==> src/rtl/phy_mgmt_pkg.sv <==
package phy_mgmt_pkg;

    localparam int ADDR_W = 5;
    localparam int DATA_W = 16;
    localparam int NUM_REGS = 1 << ADDR_W;

    typedef enum logic {LNK_DOWN, LNK_UP} link_state_t;
    typedef enum logic {RSP_IDLE, RSP_HOLD} rsp_state_t;

    localparam logic [ADDR_W-1:0] REG_CTRL    = 5'd0;
    localparam logic [ADDR_W-1:0] REG_STAT    = 5'd1;
    localparam logic [ADDR_W-1:0] REG_ID_HI   = 5'd2;
    localparam logic [ADDR_W-1:0] REG_ID_LO   = 5'd3;
    localparam logic [ADDR_W-1:0] REG_ADV     = 5'd4;
    localparam logic [ADDR_W-1:0] REG_PARTNER = 5'd5;

    // control bits
    localparam logic [DATA_W-1:0] CTRL_SOFT_RST = 16'h8000;
    localparam logic [DATA_W-1:0] CTRL_SPD100   = 16'h2000;
    localparam logic [DATA_W-1:0] CTRL_ANEG_EN  = 16'h1000;
    localparam logic [DATA_W-1:0] CTRL_FDX      = 16'h0100;
    localparam logic [DATA_W-1:0] CTRL_DEFAULT  = CTRL_SPD100 | CTRL_ANEG_EN | CTRL_FDX;

    // status bits
    localparam logic [DATA_W-1:0] STAT_TX_FD    = 16'h4000;
    localparam logic [DATA_W-1:0] STAT_TX_HD    = 16'h2000;
    localparam logic [DATA_W-1:0] STAT_T10_FD   = 16'h1000;
    localparam logic [DATA_W-1:0] STAT_T10_HD   = 16'h0800;
    localparam logic [DATA_W-1:0] STAT_PRE_SUP  = 16'h0040;
    localparam logic [DATA_W-1:0] STAT_ANEG_OK  = 16'h0020;
    localparam logic [DATA_W-1:0] STAT_ANEG_CAP = 16'h0008;
    localparam logic [DATA_W-1:0] STAT_LINK     = 16'h0004;
    localparam logic [DATA_W-1:0] STAT_FIXED    = STAT_TX_FD | STAT_TX_HD | STAT_T10_FD |
                                                  STAT_T10_HD | STAT_PRE_SUP | STAT_ANEG_CAP;
    localparam logic [DATA_W-1:0] STAT_LINKED   = STAT_LINK | STAT_ANEG_OK;

    // ability bits shared by advertisement and partner words
    localparam logic [DATA_W-1:0] ABL_TX_FD  = 16'h0100;
    localparam logic [DATA_W-1:0] ABL_TX     = 16'h0080;
    localparam logic [DATA_W-1:0] ABL_T10_FD = 16'h0040;
    localparam logic [DATA_W-1:0] ABL_T10    = 16'h0020;
    localparam logic [DATA_W-1:0] ABL_SEL    = 16'h0001;
    localparam logic [DATA_W-1:0] ADV_DEFAULT = ABL_TX_FD | ABL_TX | ABL_T10_FD | ABL_T10 | ABL_SEL;
    localparam logic [DATA_W-1:0] PARTNER_DOWN = ABL_TX;
    localparam logic [DATA_W-1:0] PARTNER_UP   = ABL_TX | ABL_TX_FD | ABL_T10_FD | ABL_T10 | ABL_SEL;

    localparam logic [DATA_W-1:0] NO_PHY_WORD = {DATA_W{1'b1}};

endpackage

==> src/rtl/phy_link_fsm.sv <==
module phy_link_fsm
    import phy_mgmt_pkg::*;
(
    input  logic              clk,
    input  logic              rst_n,
    input  logic              link_in,
    output logic [DATA_W-1:0] stat_word,
    output logic [DATA_W-1:0] partner_word
);

    link_state_t state_q, state_d;

    always_ff @(posedge clk or negedge rst_n) begin
        if (!rst_n) state_q <= LNK_DOWN;
        else        state_q <= state_d;
    end

    always_comb begin
        unique case (state_q)
            LNK_DOWN: state_d = link_in ? LNK_UP : LNK_DOWN;
            LNK_UP:   state_d = link_in ? LNK_UP : LNK_DOWN;
        endcase
    end

    always_comb begin
        unique case (state_q)
            LNK_DOWN: begin
                stat_word    = STAT_FIXED;
                partner_word = PARTNER_DOWN;
            end
            LNK_UP: begin
                stat_word    = STAT_FIXED | STAT_LINKED;
                partner_word = PARTNER_UP;
            end
        endcase
    end

    AST_LINK_UP_SEEN: assert property (@(posedge clk) disable iff (!rst_n)
        link_in |=> (stat_word & STAT_LINKED) == STAT_LINKED);
    AST_LINK_DOWN_PARTNER: assert property (@(posedge clk) disable iff (!rst_n)
        !link_in |=> partner_word == PARTNER_DOWN);

endmodule

==> src/rtl/phy_ctrl_regs.sv <==
module phy_ctrl_regs
    import phy_mgmt_pkg::*;
(
    input  logic              clk,
    input  logic              rst_n,
    input  logic              wr_en,
    input  logic [ADDR_W-1:0] wr_reg,
    input  logic [DATA_W-1:0] wr_data,
    output logic [DATA_W-1:0] ctrl_q,
    output logic [DATA_W-1:0] adv_q
);

    logic soft_rst;
    assign soft_rst = wr_en && (wr_reg == REG_CTRL) && ((wr_data & CTRL_SOFT_RST) != '0);

    always_ff @(posedge clk or negedge rst_n) begin
        if (!rst_n) begin
            ctrl_q <= CTRL_DEFAULT;
            adv_q  <= ADV_DEFAULT;
        end else if (soft_rst) begin
            ctrl_q <= CTRL_DEFAULT;
            adv_q  <= ADV_DEFAULT;
        end else if (wr_en) begin
            case (wr_reg)
                REG_CTRL: ctrl_q <= wr_data;
                REG_ADV:  adv_q  <= wr_data;
                default:  ;
            endcase
        end
    end

    AST_SOFT_RESET_LOADS: assert property (@(posedge clk) disable iff (!rst_n)
        (wr_en && wr_reg == REG_CTRL && wr_data[15]) |=> (ctrl_q == CTRL_DEFAULT && adv_q == ADV_DEFAULT));
    AST_CTRL_RST_BIT_LOW: assert property (@(posedge clk) disable iff (!rst_n)
        ctrl_q[15] == 1'b0);

endmodule

==> src/rtl/phy_rsp_fsm.sv <==
module phy_rsp_fsm
    import phy_mgmt_pkg::*;
(
    input  logic              clk,
    input  logic              rst_n,
    input  logic              rd_strobe,
    input  logic [DATA_W-1:0] rd_word,
    output logic              rsp_valid,
    output logic [DATA_W-1:0] rsp_data
);

    rsp_state_t state_q, state_d;

    always_ff @(posedge clk or negedge rst_n) begin
        if (!rst_n) state_q <= RSP_IDLE;
        else        state_q <= state_d;
    end

    always_comb begin
        unique case (state_q)
            RSP_IDLE: state_d = rd_strobe ? RSP_HOLD : RSP_IDLE;
            RSP_HOLD: state_d = rd_strobe ? RSP_HOLD : RSP_IDLE;
        endcase
    end

    always_ff @(posedge clk or negedge rst_n) begin
        if (!rst_n)         rsp_data <= '0;
        else if (rd_strobe) rsp_data <= rd_word;
    end

    always_comb begin
        unique case (state_q)
            RSP_IDLE: rsp_valid = 1'b0;
            RSP_HOLD: rsp_valid = 1'b1;
        endcase
    end

    AST_RSP_AFTER_READ: assert property (@(posedge clk) disable iff (!rst_n)
        rd_strobe |=> rsp_valid);
    AST_NO_RSP_WITHOUT_READ: assert property (@(posedge clk) disable iff (!rst_n)
        !rd_strobe |=> !rsp_valid);

endmodule

==> src/rtl/phy_mgmt_regs.sv <==
module phy_mgmt_regs
    import phy_mgmt_pkg::*;
#(
    parameter logic [4:0]  PHY_ADDR = 5'd0,
    parameter logic [15:0] ID_HI    = 16'h2A51,
    parameter logic [15:0] ID_LO    = 16'h6B03
) (
    input  logic        clk,
    input  logic        rst_n,
    input  logic        req_valid,
    input  logic        req_write,
    input  logic [4:0]  req_phy,
    input  logic [4:0]  req_reg,
    input  logic [15:0] req_wdata,
    input  logic        link_up,
    output logic        rd_valid,
    output logic [15:0] rd_data
);

    logic              addr_hit;
    logic              wr_en;
    logic              rd_strobe;
    logic [DATA_W-1:0] ctrl_q, adv_q, stat_word, partner_word, rd_word;

    assign addr_hit  = (req_phy == PHY_ADDR);
    assign wr_en     = req_valid && req_write && addr_hit;
    assign rd_strobe = req_valid && !req_write;

    phy_link_fsm u_link (
        .clk          (clk),
        .rst_n        (rst_n),
        .link_in      (link_up),
        .stat_word    (stat_word),
        .partner_word (partner_word)
    );

    phy_ctrl_regs u_regs (
        .clk     (clk),
        .rst_n   (rst_n),
        .wr_en   (wr_en),
        .wr_reg  (req_reg),
        .wr_data (req_wdata),
        .ctrl_q  (ctrl_q),
        .adv_q   (adv_q)
    );

    always_comb begin
        if (!addr_hit) begin
            rd_word = NO_PHY_WORD;
        end else begin
            case (req_reg)
                REG_CTRL:    rd_word = ctrl_q;
                REG_STAT:    rd_word = stat_word;
                REG_ID_HI:   rd_word = ID_HI;
                REG_ID_LO:   rd_word = ID_LO;
                REG_ADV:     rd_word = adv_q;
                REG_PARTNER: rd_word = partner_word;
                default:     rd_word = '0;
            endcase
        end
    end

    phy_rsp_fsm u_rsp (
        .clk       (clk),
        .rst_n     (rst_n),
        .rd_strobe (rd_strobe),
        .rd_word   (rd_word),
        .rsp_valid (rd_valid),
        .rsp_data  (rd_data)
    );

    AST_FOREIGN_READ_ONES: assert property (@(posedge clk) disable iff (!rst_n)
        (req_valid && !req_write && req_phy != PHY_ADDR) |=> rd_data == 16'hFFFF);
    AST_FOREIGN_WRITE_NOP: assert property (@(posedge clk) disable iff (!rst_n)
        (req_valid && req_write && req_phy != PHY_ADDR) |=> ($stable(ctrl_q) && $stable(adv_q)));
    AST_RO_WRITE_NOP: assert property (@(posedge clk) disable iff (!rst_n)
        (req_valid && req_write && req_reg != REG_CTRL && req_reg != REG_ADV)
        |=> ($stable(ctrl_q) && $stable(adv_q)));

endmodule

==> config.mk <==
export PLATFORM = sky130hd
export DESIGN_NAME = phy_mgmt_regs
export DESIGN_NICKNAME = d
export VERILOG_FILES = /design/src/rtl/phy_mgmt_pkg.sv /design/src/rtl/phy_link_fsm.sv /design/src/rtl/phy_ctrl_regs.sv /design/src/rtl/phy_rsp_fsm.sv /design/src/rtl/phy_mgmt_regs.sv
export SDC_FILE = /design/constraint.sdc
export NUM_CORES = 1
export LEC_CHECK = 0
export CORE_MARGIN = 2
export CORE_UTILIZATION = 45
export CTS_CLUSTER_DIAMETER = 40
export DETAILED_ROUTE_END_ITERATION = 6
export GPL_TIMING_DRIVEN = 0
export PLACE_DENSITY = 0.76
export SLEW_MARGIN = 20
export SYNTH_ARGS = -nofsm -noshare
export SYNTH_HDL_FRONTEND = slang
export SYNTH_SLANG_ARGS = --single-unit
==> constraint.sdc <==
create_clock -name clk -period 1.1 [get_ports clk]
set_input_delay 0.275 -clock clk [delete_from_list [all_inputs] [get_ports clk]]
set_output_delay 0.275 -clock clk [all_outputs]
set_load 0.1 [all_outputs]
==> impl_metrics.py <==
metrics = {
    "timing": {
        "finalSetupViolations": 48,
        "timing.hold.ws_ns": 0.293,
        "hold_viol": 0,
        "period_minus_slack_ns": 1.29,
        "rsz0062_at_grt": "yes",
        "slew_headroom": 0.687,
        "slew_violations": 0,
        "finalClockSkew_ns": 0.00546,
        "tightest_slew_ns": 0.469,
        "worst_slack_ns": -0.189,
        "fin_crit_sh": 1.17,
        "fmax_mhz": 776,
    },
    "grt": {
        "grt_max_degree": 34,
        "antenna_found_initial": 0,
        "grt_use_total": 0.238,
        "grt_pass1_vias": 2096,
        "overflow": 0,
        "grt_pass1_wl_mm": 10.8,
    },
    "power_and_ir_drop": {
        "leakage_uw": 0.00165,
        "power_density_nw_per_um2": 1070,
        "p_total_uw": 3850,
        "peakVddDrop_v": 0.000653,
    },
    "synthesis": {
        "synth_seq_area_share": 0.539,
        "synth_edf_count": 0,
        "synthDistinctLibCells": 36,
        "synth_cells": 229,
        "synth_async_sr_flop_share": 1.00,
        "yosysMostFrequentCell": "dfrtp_1",
        "synth_area_per_cell_sq_um": 10.2,
        "ys_warn_count": 0,
        "synthesis.area_sq_um": 2340,
        "yosysTopAreaCell": "dfrtp_1",
        "synth_nets": 260,
        "ys_ff_latch": 50,
        "synth_area_leaders": "dfrtp_1, dfstp_2, mux2i_1",
        "synthFlopType": "dfrtp_1",
        "synth_top_area_share": 0.449,
        "synth.top_cells.by_count": "dfrtp_1, nand2_1, nor2_1",
    },
    "outcome": {
        "outcome": "complete, but fails checks",
        "failed_checks": "negative setup slack",
    },
    "floorplan": {
        "die-area_sq_um": 5800,
        "num_rows": 26,
        "die_h_um": 76.1,
        "core_sq_um": 5070,
        "boundaryPins": 48,
        "start_util": 0.461,
        "die-width_um": 76.1,
    },
    "layout": {
        "drive_gt1_frac": 0.407,
        "fillCellCount": 344,
        "multiInputGateArea_sq_um": 1120,
        "fin_nets": 337,
        "insertedDiodeCount": 0,
        "syn_to_final_growth_pct": 54.3,
        "area.sequential_sq_um": 1280,
    },
    "clock_tree": {
        "path_clk_slew_ns": 0.09,
        "clk_latency_ns": 0.31,
        "cts_root_buf": "clkbuf_8",
        "cts_buffer_depth": 2,
        "cts_buffers": 5,
        "cts_sinks": 50,
        "cts_max_level": 2,
        "cts_tree": "yes",
    },
    "critical_path": {
        "r2r-end": "u_rsp.rsp_data[11]",
        "path_max_fanout": 5,
        "crit_path_start_kind": "primary input",
        "required_ns": 1.28,
        "worstPathArrival_ns": 1.47,
        "end_kind": "register",
        "reg2reg_from": "u_regs.ctrl_q[11]",
        "crit_type": "primary input to register",
        "rrSetupSlack_ns": -0.11,
        "startpoint": "req_phy[1]",
        "r2r_cells": 3,
    },
    "placed_design": {
        "dp_hpwl_mm": 4.22,
        "dpl_worst_slack_ns": -1.04,
        "port_buffers": 46,
        "gp_congestion": 0.812,
    },
    "flow_run": {
        "maxCapViolations": 0,
    },
    "hold_path": {
        "hold_path_end": "u_rsp.rsp_data[9]",
        "holdPathStages": 4,
        "min-delay-path-class": "primary input to register",
        "min_from": "req_write",
    },
    "route": {
        "drt-pass1-iter-count": 4,
        "drt-total-wl_mm": 7.19,
        "vias": 2149,
        "wl_per_cell_um": 19.1,
        "ant_nets": 0,
        "drc": 0,
        "drt_iter0_markers": 222,
        "viasPerCell": 5.70,
    },
}
worst max-delay path by stage:
stage                     slack (ns)                end  depth (start not counted)
after floorplan                -0.33   u_regs.adv_q[15]                          6
after global placement         -1.78  u_rsp.rsp_data[0]                          1
after detailed placement       -1.04   u_regs.adv_q[15]                          6
after CTS                      -0.14    u_regs.adv_q[3]                          7
after global routing           -0.26    u_regs.adv_q[2]                          8
final                          -0.19    u_regs.adv_q[2]                          8
where the power goes:
part           switching, uW  internal (uW)  total (uW)
sequential              29.3           1870        1900
clock                    647            680        1330
combinational            355            266         621
metrics by stage:
step	cells	util	TNS (ns)	cell area, sq um
5_1_grt	377	0.712	-7.27	3610
3_5_place_dp	346	0.582	-55.60	2950
6_report	377	0.712	-5.94	3610
2_1_floorplan	229	-	-8.35	2390
4_1_cts	375	0.679	-4.21	3450
3_3_place_gp	345	0.579	-133.77	2940
layout by cell type, fill, tap and decap left out, types with 4 or more instances in the layout:
master / count
a21oi_1: 11
a221oi_2: 4
nand2_1: 36
o21ai_0: 15
clkbuf_8: 5
buf_4: 13
nor2_1: 34
dfstp_2: 8
buf_12: 19
buf_2: 4
a22oi_2: 6
dfrtp_1: 25
mux2i_1: 16
dfrtp_2: 17
clkdlybuf4s50_1: 16
buf_6: 20
registers in the layout (all words and copies together), names as in the netlist:
signal	cells
u_regs.adv_q	16
u_rsp.state_q	1
u_link.state_q	1
u_regs.ctrl_q	16
u_rsp.rsp_data	16
routing by layer:
metal | share of wire | track usage | wire length, um | up-vias
met5 | 0 | 0 | 0 | -
met4 | 0.039 | 0.0855 | 277 | 0
met3 | 0.068 | 0.0486 | 491 | 25
met2 | 0.50 | 0.396 | 3600 | 126
met1 | 0.39 | 0.311 | 2820 | 1042
li1 | - | - | - | 956
repair_timing:
action / in CTS / in global routing
endpoints found under the hold margin: 17 / 0
setup buffers: 19 / 4
gates resized for setup: 213 / 53
hold buffers: 1 / 0
endpoints found under the setup margin: 66 / 66
gates cloned: 2 / 1
pin swaps: 17 / 20
worst max-delay path, cell delays in order:
cell,delay (ns)
buf_6,0.10
nor3_4,0.23
buf_6,0.15
buf_6,0.10
nand4_4,0.19
buf_6,0.21
mux2i_2,0.16
nor2_1,0.05
final cells by class:
type / instances / share of cell area
Clock buffer: 6 / 0.0201
Clock inverter: 2 / 0.0104
Buffer: 10 / 0.0270
Timing Repair Buffer: 72 / 0.248
Sequential cell: 50 / 0.355
Tap cell: 70 / 0.0242
Inverter: 4 / 0.00416
Multi-Input combinational cell: 163 / 0.311
cells by family after synthesis:
logic type,share of synthesized area
flops,0.539
simple gates,0.215
compound gates,0.142
mux,0.0727
buf+inv,0.0315
No activity file was read; power rests on OpenSTA's default activity.
